### src/rtl/adc_dup_pkg.sv
package adc_dup_pkg;

  localparam int SEL_W = 5;

  typedef enum logic [1:0] {
    SRC_NONE  = 2'd0,
    SRC_SW    = 2'd1,
    SRC_SYNC  = 2'd2,
    SRC_ASYNC = 2'd3
  } start_src_e;

  typedef struct packed {
    logic             dbl_en;
    logic [SEL_W-1:0] dbl_sel;
    logic             trig_en;
    logic             trig_async;
    logic             irq_en;
  } steer_cfg_t;

endpackage

### src/rtl/adc_chan_pick.sv
module adc_chan_pick #(
  parameter int N    = 8,
  parameter int ID_W = (N > 1) ? $clog2(N) : 1
) (
  input  logic [N-1:0]    mask,
  output logic [ID_W-1:0] idx,
  output logic            any
);

  // lowest set bit wins: scan downward so the last hit is the lowest index
  always_comb begin
    idx = '0;
    for (int i = N - 1; i >= 0; i--) begin
      if (mask[i]) idx = ID_W'(i);
    end
  end

  assign any = |mask;

endmodule

### src/rtl/adc_trig_qual.sv
module adc_trig_qual
  import adc_dup_pkg::*;
#(
  parameter int NUM_CH = 8
) (
  input  logic              clk,
  input  logic              rst,
  input  logic              cfg_we,
  input  steer_cfg_t        cfg_in,
  input  logic [NUM_CH-1:0] map_in,
  input  logic              sync_trig,
  input  logic              async_trig,
  input  logic              sw_trig,
  input  logic              busy,
  output steer_cfg_t        cfg_q,
  output logic              start,
  output start_src_e        start_src,
  output logic [NUM_CH-1:0] start_mask,
  output logic              phase_clr,
  output logic              err_async
);

  logic [NUM_CH-1:0] map_q;
  logic [NUM_CH-1:0] sel_hot;
  logic              cfg_take;
  logic              hw_fire;

  assign cfg_take  = cfg_we && !busy;
  assign phase_clr = cfg_take && (cfg_in.dbl_en != cfg_q.dbl_en);

  always_ff @(posedge clk) begin
    if (rst) begin
      cfg_q     <= '0;
      map_q     <= '0;
      err_async <= 1'b0;
    end else begin
      if (cfg_take) begin
        cfg_q <= cfg_in;
        map_q <= map_in;
      end
      if (async_trig && cfg_q.dbl_en) err_async <= 1'b1;
    end
  end

  // selector decode; values at or above NUM_CH give an empty mask
  for (genvar g = 0; g < NUM_CH; g++) begin : g_sel
    assign sel_hot[g] = (cfg_q.dbl_sel == SEL_W'(g));
  end

  assign start_mask = cfg_q.dbl_en ? sel_hot : map_q;

  assign hw_fire = cfg_q.trig_en &&
                   (cfg_q.trig_async ? (async_trig && !cfg_q.dbl_en) : sync_trig);

  assign start = !busy && !cfg_take && (|start_mask) && (hw_fire || sw_trig);

  always_comb begin
    if (hw_fire) start_src = cfg_q.trig_async ? SRC_ASYNC : SRC_SYNC;
    else         start_src = SRC_SW;
  end


  cfg_frozen_chk: assert property (@(posedge clk) disable iff (rst)
    busy |=> $stable(cfg_q));


  err_sticky_chk: assert property (@(posedge clk) disable iff (rst)
    err_async |=> err_async);


  no_start_busy_chk: assert property (@(posedge clk) disable iff (rst)
    busy |-> !start);

endmodule

### src/rtl/adc_scan_fsm.sv
module adc_scan_fsm
  import adc_dup_pkg::*;
#(
  parameter int NUM_CH = 8,
  parameter int CH_W   = $clog2(NUM_CH)
) (
  input  logic              clk,
  input  logic              rst,
  input  logic              start,
  input  start_src_e        start_src,
  input  logic [NUM_CH-1:0] start_mask,
  input  logic              conv_done,
  output logic              busy,
  output logic              conv_req,
  output logic [CH_W-1:0]   conv_ch,
  output logic              evt_valid,
  output logic [CH_W-1:0]   evt_ch,
  output logic              evt_last,
  output start_src_e        evt_src
);

  logic [NUM_CH-1:0] rem_q;
  logic [NUM_CH-1:0] rem_next;
  logic [NUM_CH-1:0] cur_hot;
  logic [CH_W-1:0]   cur_q;
  logic [CH_W-1:0]   first_idx;
  logic [CH_W-1:0]   next_idx;
  logic              first_any;
  logic              next_any;
  logic              busy_q;
  logic              req_q;
  start_src_e        src_q;

  for (genvar g = 0; g < NUM_CH; g++) begin : g_cur
    assign cur_hot[g] = (cur_q == CH_W'(g));
  end

  assign rem_next = rem_q & ~cur_hot;

  adc_chan_pick #(.N(NUM_CH), .ID_W(CH_W)) u_first (
    .mask (start_mask),
    .idx  (first_idx),
    .any  (first_any)
  );

  adc_chan_pick #(.N(NUM_CH), .ID_W(CH_W)) u_next (
    .mask (rem_next),
    .idx  (next_idx),
    .any  (next_any)
  );

  always_ff @(posedge clk) begin
    if (rst) begin
      busy_q <= 1'b0;
      req_q  <= 1'b0;
      rem_q  <= '0;
      cur_q  <= '0;
      src_q  <= SRC_NONE;
    end else begin
      req_q <= 1'b0;
      if (!busy_q) begin
        if (start && first_any) begin
          busy_q <= 1'b1;
          rem_q  <= start_mask;
          cur_q  <= first_idx;
          src_q  <= start_src;
          req_q  <= 1'b1;
        end
      end else if (conv_done) begin
        rem_q <= rem_next;
        if (next_any) begin
          cur_q <= next_idx;
          req_q <= 1'b1;
        end else begin
          busy_q <= 1'b0;
          src_q  <= SRC_NONE;
        end
      end
    end
  end

  assign busy      = busy_q;
  assign conv_req  = req_q;
  assign conv_ch   = cur_q;
  assign evt_valid = busy_q && conv_done;
  assign evt_ch    = cur_q;
  assign evt_last  = !next_any;
  assign evt_src   = src_q;


  req_in_scan_chk: assert property (@(posedge clk) disable iff (rst)
    req_q |-> busy_q);


  req_chan_pending_chk: assert property (@(posedge clk) disable iff (rst)
    req_q |-> rem_q[cur_q]);

endmodule

### src/rtl/adc_dup_route.sv
module adc_dup_route
  import adc_dup_pkg::*;
#(
  parameter int NUM_CH = 8,
  parameter int CH_W   = $clog2(NUM_CH),
  parameter int DATA_W = 12
) (
  input  logic              clk,
  input  logic              rst,
  input  logic              dbl_en,
  input  logic              irq_en,
  input  logic              phase_clr,
  input  logic              evt_valid,
  input  logic [CH_W-1:0]   evt_ch,
  input  logic              evt_last,
  input  start_src_e        evt_src,
  input  logic [DATA_W-1:0] evt_data,
  output logic [NUM_CH-1:0] res_we,
  output logic [DATA_W-1:0] res_data,
  output logic              dup_we,
  output logic [DATA_W-1:0] dup_data,
  output logic              irq
);

  logic [NUM_CH-1:0] ch_hot;
  logic              second_q;
  logic              pair_scan;

  for (genvar g = 0; g < NUM_CH; g++) begin : g_hot
    assign ch_hot[g] = (evt_ch == CH_W'(g));
  end

  assign pair_scan = dbl_en && (evt_src == SRC_SYNC);

  always_ff @(posedge clk) begin
    if (rst) begin
      res_we   <= '0;
      res_data <= '0;
      dup_we   <= 1'b0;
      dup_data <= '0;
      irq      <= 1'b0;
      second_q <= 1'b0;
    end else begin
      res_we <= '0;
      dup_we <= 1'b0;
      irq    <= 1'b0;
      if (evt_valid) begin
        res_data <= evt_data;
        if (pair_scan && second_q) begin
          dup_we   <= 1'b1;
          dup_data <= evt_data;
          second_q <= 1'b0;
          irq      <= irq_en && evt_last;
        end else begin
          res_we <= ch_hot;
          if (pair_scan) second_q <= 1'b1;
          else           irq      <= irq_en && evt_last;
        end
      end
      if (phase_clr) second_q <= 1'b0;
    end
  end


  we_onehot_chk: assert property (@(posedge clk) disable iff (rst)
    $onehot0(res_we));


  excl_we_chk: assert property (@(posedge clk) disable iff (rst)
    !(dup_we && (|res_we)));


  irq_pulse_chk: assert property (@(posedge clk) disable iff (rst)
    irq |=> !irq);


  first_quiet_chk: assert property (@(posedge clk) disable iff (rst)
    (evt_valid && pair_scan && !second_q) |=> !irq);

endmodule

### src/rtl/adc_dup_steer.sv
module adc_dup_steer
  import adc_dup_pkg::*;
#(
  parameter int NUM_CH = 8,
  parameter int DATA_W = 12,
  localparam int CH_W  = $clog2(NUM_CH)
) (
  input  logic              clk,
  input  logic              rst,
  input  logic              cfg_we,
  input  logic              cfg_dbl_en,
  input  logic [SEL_W-1:0]  cfg_dbl_sel,
  input  logic              cfg_trig_en,
  input  logic              cfg_trig_async,
  input  logic              cfg_irq_en,
  input  logic [NUM_CH-1:0] cfg_ch_map,
  input  logic              sync_trig,
  input  logic              async_trig,
  input  logic              sw_trig,
  input  logic              conv_done,
  input  logic [DATA_W-1:0] conv_data,
  output logic              conv_req,
  output logic [CH_W-1:0]   conv_ch,
  output logic              busy,
  output logic [NUM_CH-1:0] res_we,
  output logic [DATA_W-1:0] res_data,
  output logic              dup_we,
  output logic [DATA_W-1:0] dup_data,
  output logic              irq,
  output logic              err_async
);

  steer_cfg_t        cfg_wr;
  steer_cfg_t        cfg_q;
  logic              start;
  start_src_e        start_src;
  logic [NUM_CH-1:0] start_mask;
  logic              phase_clr;
  logic              evt_valid;
  logic [CH_W-1:0]   evt_ch;
  logic              evt_last;
  start_src_e        evt_src;

  assign cfg_wr.dbl_en     = cfg_dbl_en;
  assign cfg_wr.dbl_sel    = cfg_dbl_sel;
  assign cfg_wr.trig_en    = cfg_trig_en;
  assign cfg_wr.trig_async = cfg_trig_async;
  assign cfg_wr.irq_en     = cfg_irq_en;

  adc_trig_qual #(.NUM_CH(NUM_CH)) u_qual (
    .clk        (clk),
    .rst        (rst),
    .cfg_we     (cfg_we),
    .cfg_in     (cfg_wr),
    .map_in     (cfg_ch_map),
    .sync_trig  (sync_trig),
    .async_trig (async_trig),
    .sw_trig    (sw_trig),
    .busy       (busy),
    .cfg_q      (cfg_q),
    .start      (start),
    .start_src  (start_src),
    .start_mask (start_mask),
    .phase_clr  (phase_clr),
    .err_async  (err_async)
  );

  adc_scan_fsm #(.NUM_CH(NUM_CH), .CH_W(CH_W)) u_fsm (
    .clk        (clk),
    .rst        (rst),
    .start      (start),
    .start_src  (start_src),
    .start_mask (start_mask),
    .conv_done  (conv_done),
    .busy       (busy),
    .conv_req   (conv_req),
    .conv_ch    (conv_ch),
    .evt_valid  (evt_valid),
    .evt_ch     (evt_ch),
    .evt_last   (evt_last),
    .evt_src    (evt_src)
  );

  adc_dup_route #(.NUM_CH(NUM_CH), .CH_W(CH_W), .DATA_W(DATA_W)) u_route (
    .clk       (clk),
    .rst       (rst),
    .dbl_en    (cfg_q.dbl_en),
    .irq_en    (cfg_q.irq_en),
    .phase_clr (phase_clr),
    .evt_valid (evt_valid),
    .evt_ch    (evt_ch),
    .evt_last  (evt_last),
    .evt_src   (evt_src),
    .evt_data  (conv_data),
    .res_we    (res_we),
    .res_data  (res_data),
    .dup_we    (dup_we),
    .dup_data  (dup_data),
    .irq       (irq)
  );


  dbl_chan_chk: assert property (@(posedge clk) disable iff (rst)
    (conv_req && cfg_q.dbl_en) |-> (SEL_W'(conv_ch) == cfg_q.dbl_sel));

endmodule

### config.mk
export PLATFORM = sky130hd
export DESIGN_NAME = adc_dup_steer
export DESIGN_NICKNAME = d
export VERILOG_FILES = /design/src/rtl/adc_dup_pkg.sv /design/src/rtl/adc_chan_pick.sv /design/src/rtl/adc_trig_qual.sv /design/src/rtl/adc_scan_fsm.sv /design/src/rtl/adc_dup_route.sv /design/src/rtl/adc_dup_steer.sv
export SDC_FILE = /design/constraint.sdc
export NUM_CORES = 1
export LEC_CHECK = 0
export ABC_AREA = 1
export BUFFER_PORTS_ARGS = -buffer_cell sky130_fd_sc_hd__buf_2
export CORE_UTILIZATION = 46
export DETAILED_ROUTE_END_ITERATION = 8
export GPL_ROUTABILITY_DRIVEN = 0
export HOLD_SLACK_MARGIN = 0.06
export PLACE_DENSITY = 0.7
export SLEW_MARGIN = 20
export SYNTH_ARGS = -nofsm -noshare
export SYNTH_HDL_FRONTEND = slang
export SYNTH_HIERARCHICAL = 1
export SYNTH_SLANG_ARGS = --single-unit
### constraint.sdc
create_clock -name clk -period 3.15 [get_ports clk]
set_input_delay 0.4725 -clock clk [delete_from_list [all_inputs] [get_ports clk]]
set_output_delay 0.4725 -clock clk [all_outputs]
set_load 0.01 [all_outputs]
Word level (Yosys, flattened, before mapping)
Cells that the tools add are included.

Muxes and demuxes: 42. Bitwise operators: 3. Reduce and logical (&&, ||, !) cells: 32. Equality and inequality tests: 19.

Operator list (count): 2-to-1 mux 3 bit (20); 2-to-1 mux 8 bit (4); == test 5 x 3 -> 1 bit, second input constant (4); OR reduction 8 bit (2); logical AND 1 bit (13); 2-to-1 mux 1 bit (13); == test 3 bit, second input constant (4); == test 5 x 2 -> 1 bit, second input constant (2); 2-to-1 mux 2 bit (5); bitwise AND 8 bit (1); NOT 8 bit (1); == test 3 x 2 -> 1 bit, second input constant (2); AND reduction 2 bit (3); AND reduction 3 bit (2); == test 5 x 1 -> 1 bit, second input constant (1); zero test 5 bit (1); zero test 1 bit (4); != test 2 bit, second input constant (2); nonzero test 2 bit (2); OR reduction 2 bit (2); == test 3 x 1 -> 1 bit, second input constant (1); zero test 3 bit (1); OR reduction 3 bit (1); == test 2 bit, second input constant (1); 4 further kinds (4).

Register bits after elaboration: 68. Logic and storage cells: 114. Output and inout port bits: 40.

Longest topological paths before layout
Gate-level depths: netlist of the first run.

Depth after elaboration: 14. Depth in mapped cells: 15. Mapped depth without buffers: 15.

Hierarchy
The synthesis of the first run kept the hierarchy.

Modules (own cells, without submodules): adc_dup_route (area each 1249.9 µm², seq. area each 700.7 µm², cells each 156, instances 1); adc_trig_qual (area each 877.1 µm², seq. area each 360.3 µm², cells each 130, instances 1); adc_scan_fsm (area each 870.8 µm², seq. area each 300.3 µm², cells each 133, instances 1); adc_chan_pick (area each 98.8 µm², seq. area each 0.0 µm², cells each 22, instances 2).

Worst setup path before layout of the first run
OpenSTA, ideal clock, no wires.

Path type: register to register. Start point: register u_qual/cfg_q[8] (netlist name). End point: register u_fsm.cur_q[0], in the netlist u_fsm/conv_ch[0]. Path buffers: 0. Setup slack: 1.427 ns. Data arrival time: 1.607 ns. Cell stages (with the launch flop): 12. Cell sequence: dfxtp_1 inv_2 nor2_8 nand3_1 nand2_1 or2_1 nor3_2 nand2_1 nand3_4 nand2_2 o21ai_0 nor2_1.

Elaborated cells on any way between the ends: 22. Classes of those cells: mux: 12; reduce/logical: 10.

RTL lines: 2-to-1 mux 8 bit (*) (line adc_trig_qual.sv:50) `assign start_mask = cfg_q.dbl_en ? sel_hot : map_q;`; via start_mask[6] (line adc_dup_steer.sv:37) `logic [NUM_CH-1:0] start_mask;`; OR reduction 8 bit (*) (line adc_chan_pick.sv:18) `assign any = |mask;`; via u_fsm.first_any (line adc_scan_fsm.sv:28) `logic first_any;`; logical AND 1 bit (2 in series) (line adc_trig_qual.sv:55) `assign start = !busy && !cfg_take && (|start_mask) && (hw_fire || sw_trig);`; logical AND 1 bit (*) (line adc_scan_fsm.sv:62) `if (start && first_any) begin`; nonzero test 2 bit (no line) (*); AND reduction 3 bit (no line) (*); end signal, assigned (line adc_scan_fsm.sv:65) `cur_q <= first_idx;`; end signal, assigned (line adc_scan_fsm.sv:72) `cur_q <= next_idx;`; end, declared (line adc_scan_fsm.sv:25) `logic [CH_W-1:0] cur_q;`.

Mark *: on every way through the listed nets, which the timed path passes. The rest lies on a longest branch. The select of a mux whose other input is x is not followed. A chain may end at the register's enable or synchronous reset.

Worst setup path after layout of the first run
Start point: register u_fsm.busy_q, in the netlist u_fsm/busy. End point: register u_route.dup_data[7].

Longest elaborated chain between the ends: 2.

Ends and longest elaborated chain: start, declared (line adc_scan_fsm.sv:30) `logic busy_q;`; start signal, assigned (line adc_scan_fsm.sv:54) `busy_q <= 1'b0;`; start signal, assigned (line adc_scan_fsm.sv:63) `busy_q <= 1'b1;`; start signal, assigned (line adc_scan_fsm.sv:75) `busy_q <= 1'b0;`; logical AND 1 bit (line adc_scan_fsm.sv:85) `assign evt_valid = busy_q && conv_done;`; via evt_valid (line adc_dup_steer.sv:39) `logic evt_valid;`; AND reduction 2 bit (no line); end signal, assigned (line adc_dup_route.sv:51) `dup_data <= evt_data;`; end, declared (line adc_dup_route.sv:21) `output logic [DATA_W-1:0] dup_data,`.

The timed path passes the listed nets, and every way through them passes these cells.

==> results of run 1 <==
## power by group
part	leakage (nW)	internal, mW	switching (mW)	total (mW)
logic	1.29	0.148	0.260	0.408
registers	0.553	0.914	0.0561	0.970
clock network	0.134	0.611	0.347	0.959
## sequential cells by signal, indices dropped and copies added (netlist names)
| name | count |
|---|---|
| u_fsm/busy | 1 |
| u_fsm/conv_ch | 3 |
| u_fsm/conv_req | 1 |
| u_fsm/evt_src | 2 |
| u_fsm/rem_q | 8 |
| u_qual/cfg_q | 9 |
| u_qual/err_async | 1 |
| u_qual/map_q | 8 |
| u_route/dup_data | 12 |
| u_route/dup_we | 1 |
| u_route/irq | 1 |
| u_route/res_data | 12 |
| u_route/res_we | 8 |
| u_route/second_q | 1 |
## kinds of logic after synthesis
family / after synthesis / share of synthesized area (%)
flip-flops: 68 / 42.6
AND/OR/NAND/NOR: 253 / 34.7
AO/OA/AOI/OAI: 68 / 12.1
buffers and inverters: 74 / 10.6
## cell usage after synthesis, drive strengths merged
cell,number,area share [%]
dfxtp,68,43
nor3,2,0.63
a21oi,29,4.5
a31oi,2,0.39
a21boi,2,0.47
nand4,2,0.39
clkbuf,2,0.24
o21a,1,0.24
or2,9,1.8
nand2,137,17
buf,16,3.6
nor2,82,11
o211a,5,1.6
a211oi,5,1.2
inv,56,6.7
nand3,21,3.8
o21ai,24,3.8
## cell type report
type	count	area share, %
clock buffer	9	3.24
clock inverter	7	3.83
inverter	56	5.64
multi-input combinational	321	39.2
sequential	68	35.6
tap	80	2.62
timing repair buffer	75	9.83
## cells in the final DEF, fill, tap and decap left out
cell,n
nand3_2,1
or2_2,5
o21a_1,1
a21boi_0,1
nand2_2,6
nand2_4,1
nand3_1,19
o21ai_0,19
dfxtp_1,68
nand2_8,1
bufinv_16,4
inv_2,7
clkbuf_8,9
or2_1,2
nor2_8,1
nor3_2,2
nor2_1,75
a21boi_1,1
nor2_4,1
o211a_1,5
nand4_1,2
nand3_4,1
clkinv_4,2
a21oi_1,29
inv_1,48
o21ai_1,5
inv_6,2
a31oi_1,2
or2_0,2
buf_2,75
nand2_1,129
nor2_2,5
a211oi_1,5
## stage by stage
| step | total power [mW] | util [%] |
|---|---|---|
| after floorplan | 1.30 | - |
| after global placement | 1.39 | 52.5 |
| after detailed placement | 1.39 | 52.5 |
| after CTS | 2.35 | 56.5 |
| after global routing | 2.45 | 56.5 |
| final | 2.34 | 56.5 |
## tightest hold or removal path, delay by kind of cell
| kind | cells | cell delay (ps) |
|---|---|---|
| and+or+nand+nor | 2 | 120 |
| buffers and inverters | 1 | 90 |
## metal layers
metal | up-vias | track usage [%] | part of all wire (%)
met3 | 8 | 5.64 | 5.5
li1 | 1576 | - | -
met5 | - | 0 | 0
met2 | 78 | 33.9 | 46
met1 | 1337 | 26.3 | 47
met4 | 0 | 9.24 | 1.4
## worst max path at each step
stage | startpoint | to | slack [ps] | cells past startpoint
2_1_floorplan | u_qual/cfg_q[8]$_SDFFE_PP0P_ | u_fsm/conv_ch[0]$_SDFFE_PP0P_ | 1430 | 11
3_3_place_gp | u_fsm/busy$_SDFF_PP0_ | u_route/dup_data[11]$_SDFFE_PP0P_ | 1020 | 6
3_5_place_dp | u_fsm/busy$_SDFF_PP0_ | u_route/dup_data[8]$_SDFFE_PP0P_ | 940 | 6
4_1_cts | u_fsm/busy$_SDFF_PP0_ | u_route/dup_data[11]$_SDFFE_PP0P_ | 920 | 6
5_1_grt | u_fsm/busy$_SDFF_PP0_ | u_route/dup_data[9]$_SDFFE_PP0P_ | 660 | 6
6_report | u_fsm/busy$_SDFF_PP0_ | u_route/dup_data[7]$_SDFFE_PP0P_ | 900 | 6
==> metrics.yaml, run 1 <==
critical_path:
  timing.rr.end: "u_route/dup_data[7]$_SDFFE_PP0P_"
  path_buf_inv: 2
  reg2reg_setup_slack_ps: 900
  r2r_start: "u_fsm/busy$_SDFF_PP0_"
  cp_top_family: "flip-flops"
  required_ps: 3430
  crit_type: "flop to flop"
  critPathCaptureType: "flop"
  slowest_stage: "dfxtp_1"
  path_cells: "nand2_4 -> inv_2 -> nand3_2 -> inv_1 -> nor2_1 -> nor2_1"
  path_common_cell: "nor2_1"
  max_stage_delay_ps: 840
  crit_arrival_ps: 2530
  r2r_cells: 6
  cp_max_fo: 19
  start_kind: "flop"
timing:
  min_period_over_period_pct: 71.4
  tightest_slew_ps: 797
  setup-violations-final: 0
  tns_ps: 0
  rsz0062_at_grt: "no"
  fin_crit_ps: 2250
  relSlewSlack_pct: 46.8
  whs_ps: 368
  drv_slew: 0
  fin_ws_ps: 900
  hold_viol_final: 0
  finClkSkew_ps: 11.7
  fmax_mhz: 445
global_routing:
  antenna_found_initial: 0
  grt_usage_pct: 21.0
  grt_first_pass_wirelength_um: 12000
  grt_max_degree: 32
  grt_overflow: 0
  grt_pass1_vias: 2657
finish:
  synthToLayoutAreaGrowth_pct: 19.5
  multi_input_area_um2: 1500
  insertedDiodeCount: 0
  final_nets: 567
  drive_gt1_share_pct: 22.9
  final_cell_count_no_fill: 616
  final_area_um2: 3820
  n_fill_cell: 652
  regArea_um2: 1360
drt:
  drc: 0
  post_drt_wl_per_cell_um: 11.8
  wirelength_um: 7240
  via_per_inst: 4.87
  postRouteAntennaNets: 0
  num_vias: 2999
  firstDrtPassIters: 4
  drt_iter0_drc: 150
floorplan:
  ios: 76
  placementRows: 30
  die_h_um: 85.3
  fp.coreArea_um2: 6760
  die_area_um2: 7280
  start_util_pct: 47.3
  die_w_um: 85.3
clock_network:
  cts_resized: 0
  postCtsSetupBuffers: 0
  clock_latency_ps: 350
  htree_levels: 3
  cts_buffers: 9
  hold_buffers: 0
  cts_tree: "built"
  path_clk_slew_ps: 80
  clockBufferDepth: 2
  ctsRootBufferMaster: "clkbuf_8"
  clock_sinks: 68
hold_path:
  whs_endpoint: "u_route/res_data[4]$_SDFFE_PP0P_"
  hold_depth: 3
  holdCritStartpoint: "conv_data[4]"
  hold_path_class: "input pin to flop"
yosys:
  syn-num-nets: 499
  ys_ff_latch: 68
  synth_area_um2: 3200
  post_synth_num_cell_types: 34
  ys_warn_count: 6
  synth_area_per_cell_um2: 6.90
  ys_seq_area_share_pct: 42.6
  synthCells: 463
run:
  drv_cap: 0
placement:
  place.detailed.hpwl_um: 5200
  preCtsSetupSlack_ps: 935
  dp.cells: 600
  port_buffers: 75
  dpl_cell_area_um2: 3550
power:
  power.density_nw_per_um2: 612
  p_leak_nw: 1.97
  ir_worst_vdd_v: 0.000367
run_status:
  status: "complete, no violations"
Power figures use the tool's default switching activity.
==> run 2, diff against run 1 <==
- clock period: 3.15 -> 2.31 ns (I/O delays scaled with it)
==> run 2 against run 1 <==
- clock power increased by 27%
- critical path depth increased by 8
- register-to-register slack got worse by 700 ps
- final cell count increased by 0.65%
- sequential cell count unchanged
- sequential share of layout area decreased by 0.058 points
- final area increased by 0.16%
- hold slack got worse by 140 ps
- clock-buffer cell count unchanged
- via count about the same
- highest routed layer unchanged
==> metrics.yaml, run 2 (synthesis results as in run 1) <==
power:
  p_comb_share_pct: 18.9  # +1.4 points
  internal_power_mw: 2.18  # +30%
  ir_worst_vdd_v: 0.000372  # +1.4%
  p_leak_nw: 1.98  # +0.12%
  power_frac_seq_pct: 42.0  # +0.5 points
  power.share.switching_pct: 30.0  # +1.6 points
  power.switching_mw: 0.935  # +41%
  p_clk_share_pct: 39.1  # -1.9 points
  power.density_nw_per_um2: 814  # +33%
  totalPowerFinal_mw: 3.11  # +33%
critical_path:
  crit_start: "u_qual/cfg_q[8]$_SDFFE_PP0P_"
  crit_type: "flop to flop"
  r2r_start: "u_qual/cfg_q[8]$_SDFFE_PP0P_"
  start_kind: "flop"
  crit_arrival_ps: 2380  # -150 ps
  cp_max_fo: 10  # -9
  timing.rr.end: "u_fsm/rem_q[5]$_SDFFE_PP0P_"
  critPathCaptureType: "flop"
  required_ps: 2590  # -840 ps
  reg2reg_setup_slack_ps: 200  # -700 ps
  r2r_cells: 14  # +8
timing:
  drv_slew: 0  # unchanged
  finClkSkew_ps: 10.4  # -1.30 ps
  hold_viol_final: 0  # unchanged
  tns_ps: 0  # unchanged
  fin_crit_ps: 2110  # -144 ps
  relSlewSlack_pct: 55.9  # +9.1 points
  rsz0062_at_grt: "no"
  setup-violations-final: 0  # unchanged
  min_period_over_period_pct: 91.1  # +20 points
  tightest_slew_ps: 661  # -136 ps
  fmax_mhz: 475  # +6.9%
clock_network:
  cts_tree: "built"
  htree_levels: 3  # unchanged
  ctsRootBufferMaster: "clkbuf_8"
  cts_buffers: 9  # unchanged
  clockBufferDepth: 2  # unchanged
  clock_sinks: 68  # unchanged
  hold_buffers: 0  # unchanged
  postCtsSetupBuffers: 0  # unchanged
  path_clk_slew_ps: 80  # about the same
  clock_latency_ps: 350  # about the same
  cts_resized: 0  # unchanged
global_routing:
  use_met2_pct: 34.7  # +0.73 points
  met1_usage_pct: 28.5  # +2.1 points
  grt_usage_pct: 21.4  # +0.42 points
  busiest_layer: "met2"
  grt_use_met3_pct: 3.99  # -1.7 points
  grt_first_pass_wirelength_um: 12400  # +3.5%
  grt_pass1_vias: 2728  # +2.7%
  grt_overflow: 0  # unchanged
  antenna_found_initial: 0  # unchanged
  grt_max_degree: 31  # -3.1%
finish:
  insertedDiodeCount: 0  # unchanged
  n_fill_cell: 658  # +0.92%
  final_nets: 571  # +0.71%
  final_common_cell: "nand2_1"
  reg_top3: "u_route/dup_data (12), u_route/res_data (12), u_qual/cfg_q (9)"
  multi_input_area_um2: 1500  # unchanged
  drive_gt1_share_pct: 23.5  # +0.57 points
  regArea_um2: 1360  # unchanged
  synthToLayoutAreaGrowth_pct: 19.7
  final_cell_mix: "129 x nand2_1, 75 x buf_2, 75 x nor2_1, 68 x dfxtp_1, 48 x inv_1"
drt:
  post_drt_wl_per_cell_um: 11.8  # +0.44%
  num_vias: 3001  # +0.067%
  firstDrtPassIters: 5  # +1
  drt_iter0_drc: 168  # +12%
  via_per_inst: 4.84  # -0.58%
  wirelength_um: 7320  # +1.1%
  postRouteAntennaNets: 0  # unchanged
  drc: 0  # unchanged
floorplan:
  placementRows: 30  # unchanged
  die_h_um: 85.3  # unchanged
  die_w_um: 85.3  # unchanged
  ios: 76  # unchanged
  start_util_pct: 47.3  # unchanged
  die_area_um2: 7280  # unchanged
  fp.coreArea_um2: 6760  # unchanged
hold_path:
  holdCritStartpoint: "conv_data[5]"
  hold_depth: 3  # unchanged
  hold_path_class: "input pin to flop"
  whs_endpoint: "u_route/res_data[5]$_SDFFE_PP0P_"
placement:
  port_buffers: 75  # unchanged
  place.detailed.hpwl_um: 5200  # about the same
run:
  drv_cap: 0  # unchanged
run_status:
  status: "complete, no violations"
==> run 2: cell types whose count changed in the layout (fill, tap and decap cells not counted), sizes merged <==
cell	delta
clkinv	-1
buf	+4
clkinvlp	+2
bufinv	-1
==> run 2: worst max-delay path by stage <==
stage                               endpoint  slack [ps]  cells after the start
2_1_floorplan  u_fsm/conv_ch[0]$_SDFFE_PP0P_         590                     11
3_3_place_gp     u_fsm/rem_q[6]$_SDFFE_PP0P_         350                     14
3_5_place_dp     u_fsm/rem_q[6]$_SDFFE_PP0P_         280                     14
4_1_cts          u_fsm/rem_q[6]$_SDFFE_PP0P_         250                     14
5_1_grt          u_fsm/rem_q[5]$_SDFFE_PP0P_           4                     14
6_report         u_fsm/rem_q[5]$_SDFFE_PP0P_         200                     14
==> run 2: power by group through the flow <==
stage	Combinational [mW]	Clock (mW)	Sequential [mW]
after global placement	0.568	0	1.33
after detailed placement	0.577	0	1.34
after CTS	0.582	1.23	1.31
after global routing	0.665	1.29	1.32
final	0.587	1.22	1.31
after floorplan	0.434	0	1.33
==> run 2: through the flow <==
step           instance area [um2]  hold slack [ps]  utilization (%)  cells  worst slack, ps
2_1_floorplan                 3200              419                -    463              587
3_3_place_gp                  3580              446             53.0    604              347
3_5_place_dp                  3580              453             53.0    604              281
4_1_cts                       3820              222             56.6    620              250
5_1_grt                       3820              233             56.6    620             3.66
6_report                      3820              233             56.6    620              205
==> run 2: final cells by class <==
| type | instances | share of cell area (%) |
|---|---|---|
| clock inverters | 7 | 3.21 |
| inverters | 56 | 5.63 |
| well taps | 80 | 2.62 |
| multi-input cells | 321 | 39.1 |
| clock buffers | 9 | 3.24 |
| repair buffers | 79 | 10.6 |
| flip-flops and latches | 68 | 35.6 |
==> run 2: critical path: stages, from the launching register on <==
cell     delay [ps]
dfxtp_1         450
inv_2           160
nor2_8          150
nand3_1          90
nand2_1         150
nor2_1           70
nand2_1          60
nor2_1           40
nor2_1          230
nand2_1         110
nor2_2          230
nand2_1          90
nand2_1          70
nand2_1          50
a21oi_1         110
==> run 2: per-layer routing <==
metal	wire (um)	vias up
met4	90	0
met2	3350	80
met5	0	-
li1	-	1581
met3	309	9
met1	3570	1331
